<file path="src/rtl/vsel_pkg.sv">
package vsel_pkg;

  // Sticky comparator flags for one regulation window, highest threshold first.
  typedef struct packed {
    logic rs;
    logic hi;
    logic lo;
  } fb_flags_t;

  localparam int unsigned FLAG_N = 3;

  // Target update rule applied at the end of each window.
  function automatic int unsigned step_target(input int unsigned cur,
                                              input fb_flags_t f,
                                              input int unsigned lo_lim,
                                              input int unsigned hi_lim);
    if (f.rs) return lo_lim;
    if (f.hi) return (cur > lo_lim) ? cur - 1 : lo_lim;
    if (f.lo) return cur;
    return (cur < hi_lim) ? cur + 1 : hi_lim;
  endfunction

  // True when the valley just seen is the one requested.
  function automatic logic valley_reached(input int unsigned seen,
                                          input int unsigned goal);
    return seen == goal;
  endfunction

endpackage

</file>
<file path="src/rtl/vsel_prescaler.sv">
module vsel_prescaler #(
  parameter int unsigned PERIOD_CYCLES = 2400000
) (
  input  logic clk,
  input  logic rst_n,
  output logic tick
);
  localparam int unsigned CW = (PERIOD_CYCLES > 2) ? $clog2(PERIOD_CYCLES) : 1;
  localparam logic [CW-1:0] LAST = CW'(PERIOD_CYCLES - 1);

  logic [CW-1:0] cnt_q;

  assign tick = (cnt_q == LAST);

  always_ff @(posedge clk or negedge rst_n) begin
    if (!rst_n)    cnt_q <= '0;
    else if (tick) cnt_q <= '0;
    else           cnt_q <= cnt_q + CW'(1);
  end
endmodule

</file>
<file path="src/rtl/vsel_target_ctrl.sv">
module vsel_target_ctrl
  import vsel_pkg::*;
#(
  parameter int unsigned VAL_W   = 3,
  parameter int unsigned VAL_MIN = 1,
  parameter int unsigned VAL_MAX = 7
) (
  input  logic             clk,
  input  logic             rst_n,
  input  logic             tick,
  input  logic             cmp_lo,
  input  logic             cmp_hi,
  input  logic             cmp_rs,
  output logic [VAL_W-1:0] target,
  output fb_flags_t        flags_q
);
  logic [FLAG_N-1:0] cmp_now;
  logic [FLAG_N-1:0] sticky_q;
  logic [VAL_W-1:0]  target_nxt;

  assign cmp_now = {cmp_rs, cmp_hi, cmp_lo};
  assign flags_q = fb_flags_t'(sticky_q);

  // On the window's last cycle the live comparator value seeds the next window.
  for (genvar g = 0; g < FLAG_N; g++) begin : g_sticky
    always_ff @(posedge clk or negedge rst_n) begin
      if (!rst_n)    sticky_q[g] <= 1'b0;
      else if (tick) sticky_q[g] <= cmp_now[g];
      else           sticky_q[g] <= sticky_q[g] | cmp_now[g];
    end
  end

  assign target_nxt = VAL_W'(step_target(32'(target), flags_q, VAL_MIN, VAL_MAX));

  always_ff @(posedge clk or negedge rst_n) begin
    if (!rst_n)    target <= VAL_W'(VAL_MIN);
    else if (tick) target <= target_nxt;
  end
endmodule

</file>
<file path="src/rtl/vsel_valley_cnt.sv">
module vsel_valley_cnt
  import vsel_pkg::*;
#(
  parameter int unsigned VAL_W   = 3,
  parameter int unsigned VAL_MIN = 1
) (
  input  logic             clk,
  input  logic             rst_n,
  input  logic             gate_off,
  input  logic             zc_pulse,
  input  logic [VAL_W-1:0] target,
  output logic             ton_req,
  output logic             armed,
  output logic [VAL_W-1:0] zc_count,
  output logic [VAL_W-1:0] cap_target,
  output logic             zc_accept,
  output logic             valley_hit
);
  logic [VAL_W-1:0] cnt_inc;

  // gate_off has priority: a coincident zero crossing is discarded.
  assign zc_accept  = zc_pulse & armed & ~gate_off;
  assign cnt_inc    = zc_count + VAL_W'(1);
  assign valley_hit = zc_accept & valley_reached(32'(cnt_inc), 32'(cap_target));

  always_ff @(posedge clk or negedge rst_n) begin
    if (!rst_n) begin
      armed      <= 1'b0;
      zc_count   <= '0;
      cap_target <= VAL_W'(VAL_MIN);
      ton_req    <= 1'b0;
    end else begin
      ton_req <= valley_hit;
      if (gate_off) begin
        armed      <= 1'b1;
        zc_count   <= '0;
        cap_target <= target;
      end else if (zc_accept) begin
        zc_count <= cnt_inc;
        if (valley_hit) armed <= 1'b0;
      end
    end
  end
endmodule

</file>
<file path="src/rtl/vsel_turn_on.sv">
module vsel_turn_on
  import vsel_pkg::*;
#(
  parameter int unsigned PERIOD_CYCLES = 2400000,
  parameter int unsigned VAL_W         = 3,
  parameter int unsigned VAL_MIN       = 1,
  parameter int unsigned VAL_MAX       = 7
) (
  input  logic             clk,
  input  logic             rst_n,
  input  logic             fb_gt_low,
  input  logic             fb_gt_high,
  input  logic             fb_gt_reset,
  input  logic             zc_pulse,
  input  logic             gate_off,
  output logic             ton_req,
  output logic [VAL_W-1:0] valley_target
);
  // Internal events named for the bound checker.
  logic             period_tick;
  fb_flags_t        flags_q;
  logic             armed;
  logic [VAL_W-1:0] zc_count;
  logic [VAL_W-1:0] cap_target;
  logic             zc_accept;
  logic             valley_hit;

  vsel_prescaler #(.PERIOD_CYCLES(PERIOD_CYCLES)) u_presc (
    .clk  (clk),
    .rst_n(rst_n),
    .tick (period_tick)
  );

  vsel_target_ctrl #(.VAL_W(VAL_W), .VAL_MIN(VAL_MIN), .VAL_MAX(VAL_MAX)) u_tgt (
    .clk    (clk),
    .rst_n  (rst_n),
    .tick   (period_tick),
    .cmp_lo (fb_gt_low),
    .cmp_hi (fb_gt_high),
    .cmp_rs (fb_gt_reset),
    .target (valley_target),
    .flags_q(flags_q)
  );

  vsel_valley_cnt #(.VAL_W(VAL_W), .VAL_MIN(VAL_MIN)) u_vly (
    .clk       (clk),
    .rst_n     (rst_n),
    .gate_off  (gate_off),
    .zc_pulse  (zc_pulse),
    .target    (valley_target),
    .ton_req   (ton_req),
    .armed     (armed),
    .zc_count  (zc_count),
    .cap_target(cap_target),
    .zc_accept (zc_accept),
    .valley_hit(valley_hit)
  );
endmodule

</file>
<file path="config.mk">
export PLATFORM = sky130hd
export DESIGN_NAME = vsel_turn_on
export DESIGN_NICKNAME = d
export VERILOG_FILES = /design/src/rtl/vsel_pkg.sv /design/src/rtl/vsel_prescaler.sv /design/src/rtl/vsel_target_ctrl.sv /design/src/rtl/vsel_valley_cnt.sv /design/src/rtl/vsel_turn_on.sv
export SDC_FILE = /design/constraint.sdc
export NUM_CORES = 1
export LEC_CHECK = 0
export BUFFER_PORTS_ARGS = -buffer_cell sky130_fd_sc_hd__buf_2
export CORE_ASPECT_RATIO = 1.75
export CORE_UTILIZATION = 30
export CTS_BUF_LIST = sky130_fd_sc_hd__clkbuf_16
export CTS_CLUSTER_DIAMETER = 40
export DETAILED_ROUTE_END_ITERATION = 8
export PLACE_DENSITY_LB_ADDON = 0.12
export SYNTH_ARGS = -nofsm -noshare
export SYNTH_HDL_FRONTEND = slang
export SYNTH_HIERARCHICAL = 1
export SYNTH_SLANG_ARGS = --single-unit
</file>
<file path="constraint.sdc">
create_clock -name clk -period 5.52 [get_ports clk]
set_input_delay 0.276 -clock clk [delete_from_list [all_inputs] [get_ports clk]]
set_output_delay 0.276 -clock clk [all_outputs]
set_load 0.005 [all_outputs]
</file>
* Word-level counts from Yosys, hierarchy flattened
Index checks and enable logic that the tools add are counted.
** Cells by class
- Add/subtract/negate cells :: 4
- Order comparisons :: 2
- Equality and inequality tests :: 3
- Mux-type cells :: 23
- Bitwise logic cells :: 7
- Reduce and logical (&&, ||, !) cells :: 4
** Operators by type and width (count)
- $mux 3 :: 9
- $add 22x1->22 const B :: 1
- $eq 22x22->1 const B :: 1
- $mux 22 :: 1
- $mux 1 :: 13
- $add 3x1->3 const B :: 2
- $ne 4x4->1 const B :: 1
- $reduce_and 2->1 :: 2
- $reduce_bool 2->1 :: 2
- $and 1x1->1 :: 3
- $eq 3x3->1 :: 1
- $gt 3x1->1 const B :: 1
- $lt 3x3->1 const B :: 1
- $or 1x1->1 :: 3
- $sub 3x1->3 const B :: 1
- $not 1->1 :: 1
** Word-level totals
- Flip-flop bits (word level) :: 36
- Output and inout bits :: 4
- Logic and storage cells :: 52

* Longest topological paths before layout
- Depth after elaboration :: 7
- Mapped depth :: 7
- Mapped depth without buffers :: 6

* Modules after synthesis
Netlist, hierarchy kept.
** Modules (own cells, without submodules)
- vsel_prescaler :: instances 1, cells each 100, area an instance 1054.8 um^2, seq. area each 550.5 um^2
- vsel_target_ctrl :: instances 1, cells each 41, area an instance 376.6 um^2, seq. area each 151.4 um^2
- vsel_valley_cnt :: instances 1, cells each 29, area an instance 366.6 um^2, seq. area each 201.4 um^2

* Worst setup path after synthesis
No wires, ideal clock.
- Path type :: register -> register
- Start :: reg u_presc.cnt_q[8]
- End :: reg u_tgt.target[2]
- Library setup time :: 0.103 ns
- Data arrival time :: 1.929 ns
- Data required time :: 5.417 ns
- Setup slack :: 3.487 ns
- Cell stages (with the launch flop) :: 7
- Path buffers :: 1
- Period minus slack after synthesis :: 2.033 ns
- Cell sequence :: dfrtp_1 -> nor4_1 -> nand4_1 -> nor3_1 -> clkbuf_1 -> o21ai_1 -> o41ai_2
** On the way
- Word-level cells in the longest chain between the ends :: 2
** RTL lines
- start: declaration :: line vsel_prescaler.sv:11 : logic [CW-1:0] cnt_q;
- start signal: assignment :: line vsel_prescaler.sv:18 : else cnt_q <= cnt_q + CW'(1);
- $eq 22x22->1 :: line vsel_prescaler.sv:13 : assign tick = (cnt_q == LAST);
- net period_tick :: line vsel_turn_on.sv:20 : logic period_tick;
- $reduce_and 2->1 (no line)
- end signal: assignment :: line vsel_target_ctrl.sv:36 : if (!rst_n) target <= VAL_W'(VAL_MIN);
- end signal: assignment :: line vsel_target_ctrl.sv:37 : else if (tick) target <= target_nxt;
- end: declaration :: line vsel_target_ctrl.sv:14 : output logic [VAL_W-1:0] target,
The timed path passes the listed nets, and every way through them passes these cells.
A chain may end at the register's enable or synchronous reset.

* Worst setup path after layout
- Start :: reg u_presc.cnt_q[16]
- End :: reg u_tgt.target[2]
The elaborated chain is that of the path after synthesis.

==> impl_metrics.toml <==
[run_status]
outcome = "completed"

[synthesis]
yosys.area.top_type = "dfrtp_1"
synthDistinctLibCells = 37
synthTopCellsByArea = "dfrtp_1, xnor2_1, nor2_1"
synth_seq_cells = 36
netlist_area_um2 = 1800
ys_warn_count = 6
ys_seq_area_frac = 0.502
synth.top_cell.area_share = 0.473
synth_nets = 182
post_synth.cell_area_avg_um2 = 10.6
synthCells = 170

[critical_path]
crit_fanout = 4
required_ps = 5690
rr_endpoint = "u_tgt/target[2]"
rr_worst_depth = 5
regToRegSetupSlack_ps = 3600
end_kind = "flip-flop"
path_class = "flip-flop to flip-flop"
reg2reg_from = "u_presc/cnt_q[16]"
crit_arrival_ps = 2090
startpoint = "u_presc/cnt_q[16]"
start_kind = "flip-flop"

[sta]
worst_slack_ps = 3600
max_slew_margin = 0.448
slew_violations = 0
timing.final.crit_share = 0.348
finalSetupViolations = 0
finalHoldViolations = 0
fin_crit_ps = 1920
final.setup.tns_ps = 0
worst_pin_slew_ps = 828
rsz0062_at_grt = "false"
fin_worst_skew_ps = 3.86
clock.fmax_ghz = 0.520

[clock_tree]
clock-root-buffer = "clkbuf_16"
cts_buffer_depth = 2
post_cts_resized = 0
cts.hold.buffers_added = 0
htreeDepth = 2
cts_setup_buffers = 0
clkTransAtPathRegs_ps = 50
cts_buffers = 5
clkLatencyLatePin_ps = 270
clkSinkCount = 36
tritoncts = "built"

[floorplanning]
boundaryPins = 11
die_x_um = 60.5
start_util = 0.308
die-area_um2 = 6320
core_um2 = 5830
chipHeight_um = 104
core.rowCount = 37

[routing]
drc = 0
wl_per_cell_um = 14.1
vias = 1310
drt_iter0_markers = 30
wl_mm = 3.73
final_antenna_net_count = 0
first_pass_iters = 4
vias_per_cell = 4.94

[placement]
hpwl_mm = 2.70
routabilityCongestion = 0.787
place_ws_ps = 3610
port_buffers = 10

[global_routing]
grt_pass1_wl_mm = 6.40
grt_overflow_total = 0
grt_util_all_layers = 0.134
grt_start_max_net_pins = 37
grt_pass1_vias = 1362
antenna_found_initial = 0

[power]
finalPower_uw = 553
p_per_area_nw_per_um2 = 266
peakVddDrop_mv = 0.122
leakagePower_uw = 0.000877

[layout]
areaGrowthSynthToFinish_pct = 15.9
multi_input_area_um2 = 867
fill_cells = 637
antenna_cells = 0
final_cell_mix = "dfrtp_1, nor2_1, nand2_1, xnor2_1, buf_2"
regArea_um2 = 903
final_common_cell = "dfrtp_1"
drive_gt1_frac = 0.150
fin_nets = 198

[run]
maxCapViolCount = 0

[min_path]
hold_class = "primary input to async pin"
==> how the worst max path moves through the flow <==
stage                                  to  cells past startpoint
after floorplan           u_tgt/target[2]                      6
final                     u_tgt/target[2]                      5
after global placement    u_tgt/target[2]                      5
after detailed placement  u_tgt/target[2]                      5
after CTS                 u_tgt/target[2]                      5
after global routing      u_tgt/target[2]                      5
==> cells by family (layout without fill, tap and decap cells) <==
| kind of cell | count (synthesis) | in the layout | synth area share |
|---|---|---|---|
| compound gates | 24 | 24 | 0.0870 |
| xor+xnor | 22 | 22 | 0.115 |
| fa+ha+maj | 5 | 5 | 0.0348 |
| buf+inv | 7 | 24 | 0.0153 |
| flops | 36 | 36 | 0.502 |
| mux | 3 | 3 | 0.0188 |
| simple gates | 73 | 73 | 0.227 |
==> routing by layer <==
layer	part of all wire	GRT usage	vias to the layer above	wire length, um
met5	0	0	-	0
met4	0.023	0.0649	0	85
met3	0.023	0.0274	7	84
met2	0.54	0.226	19	2030
met1	0.41	0.155	650	1540
li1	-	-	634	-
==> critical path, stage by stage, from the launching register on <==
cell	delay [ps]
dfrtp_1	430
nor4bb_1	330
nand4_1	170
nor3_1	340
o21ai_1	200
o41ai_2	340
==> cell type report <==
| class | instances | share of cell area |
|---|---|---|
| Clock inverter | 3 | 0.00661 |
| Inverter | 5 | 0.00901 |
| Multi-Input combinational cell | 127 | 0.416 |
| Sequential cell | 36 | 0.434 |
| Tap cell | 78 | 0.0468 |
| Clock buffer | 5 | 0.0601 |
| Timing Repair Buffer | 11 | 0.0276 |
==> synth_stat cells <==
| library cell | n |
|---|---|
| nor4b_2 | 1 |
| or3_1 | 1 |
| nand4_4 | 2 |
| buf_2 | 1 |
| nand3_1 | 9 |
| ha_1 | 5 |
| inv_1 | 5 |
| xor2_1 | 6 |
| a21o_1 | 4 |
| nand2_1 | 15 |
| a21oi_1 | 3 |
| a211oi_1 | 1 |
| xnor3_1 | 1 |
| xnor2_1 | 15 |
| or4_1 | 1 |
| o31ai_1 | 2 |
| nor4bb_1 | 1 |
| and4b_1 | 1 |
| nand2b_1 | 1 |
| a31oi_1 | 4 |
| clkbuf_1 | 1 |
| nand4_1 | 5 |
| nor4_1 | 3 |
| mux2_2 | 3 |
| o41ai_2 | 1 |
| o21bai_1 | 1 |
| and2_1 | 1 |
| nor2b_1 | 1 |
| nor2_2 | 1 |
| nor3_1 | 8 |
| dfstp_2 | 2 |
| o21ai_0 | 7 |
| dfrtp_1 | 34 |
| nor2_1 | 17 |
| and4_1 | 2 |
| and3_1 | 3 |
| o21ai_1 | 1 |
==> where the power goes <==
part | leakage [uW] | internal, uW | switching, uW
registers | 0.000459 | 267 | 2.71
clock network | 0.0000710 | 164 | 99.9
logic | 0.000347 | 7.76 | 12.1
total | 0.000877 | 438 | 115
==> per-stage QoR <==
stage               hold WS, ps  area, um^2  cells   util
finish                      103        2080    265  0.357
global route                180        2080    265  0.357
CTS                         135        2080    265  0.357
detailed placement          424        1940    257  0.333
global placement            413        1940    257  0.333
floorplan                 -19.6        1800    170      -
==> sequential cells by signal (all words and copies together), names as in the netlist <==
register / flops
u_presc/cnt_q: 22
u_tgt/flags_q: 3
u_tgt/target: 3
u_vly/cap_target: 3
u_vly/zc_count: 3
u_vly/armed: 1
u_vly/ton_req: 1
Power figures use the tool's default switching activity.
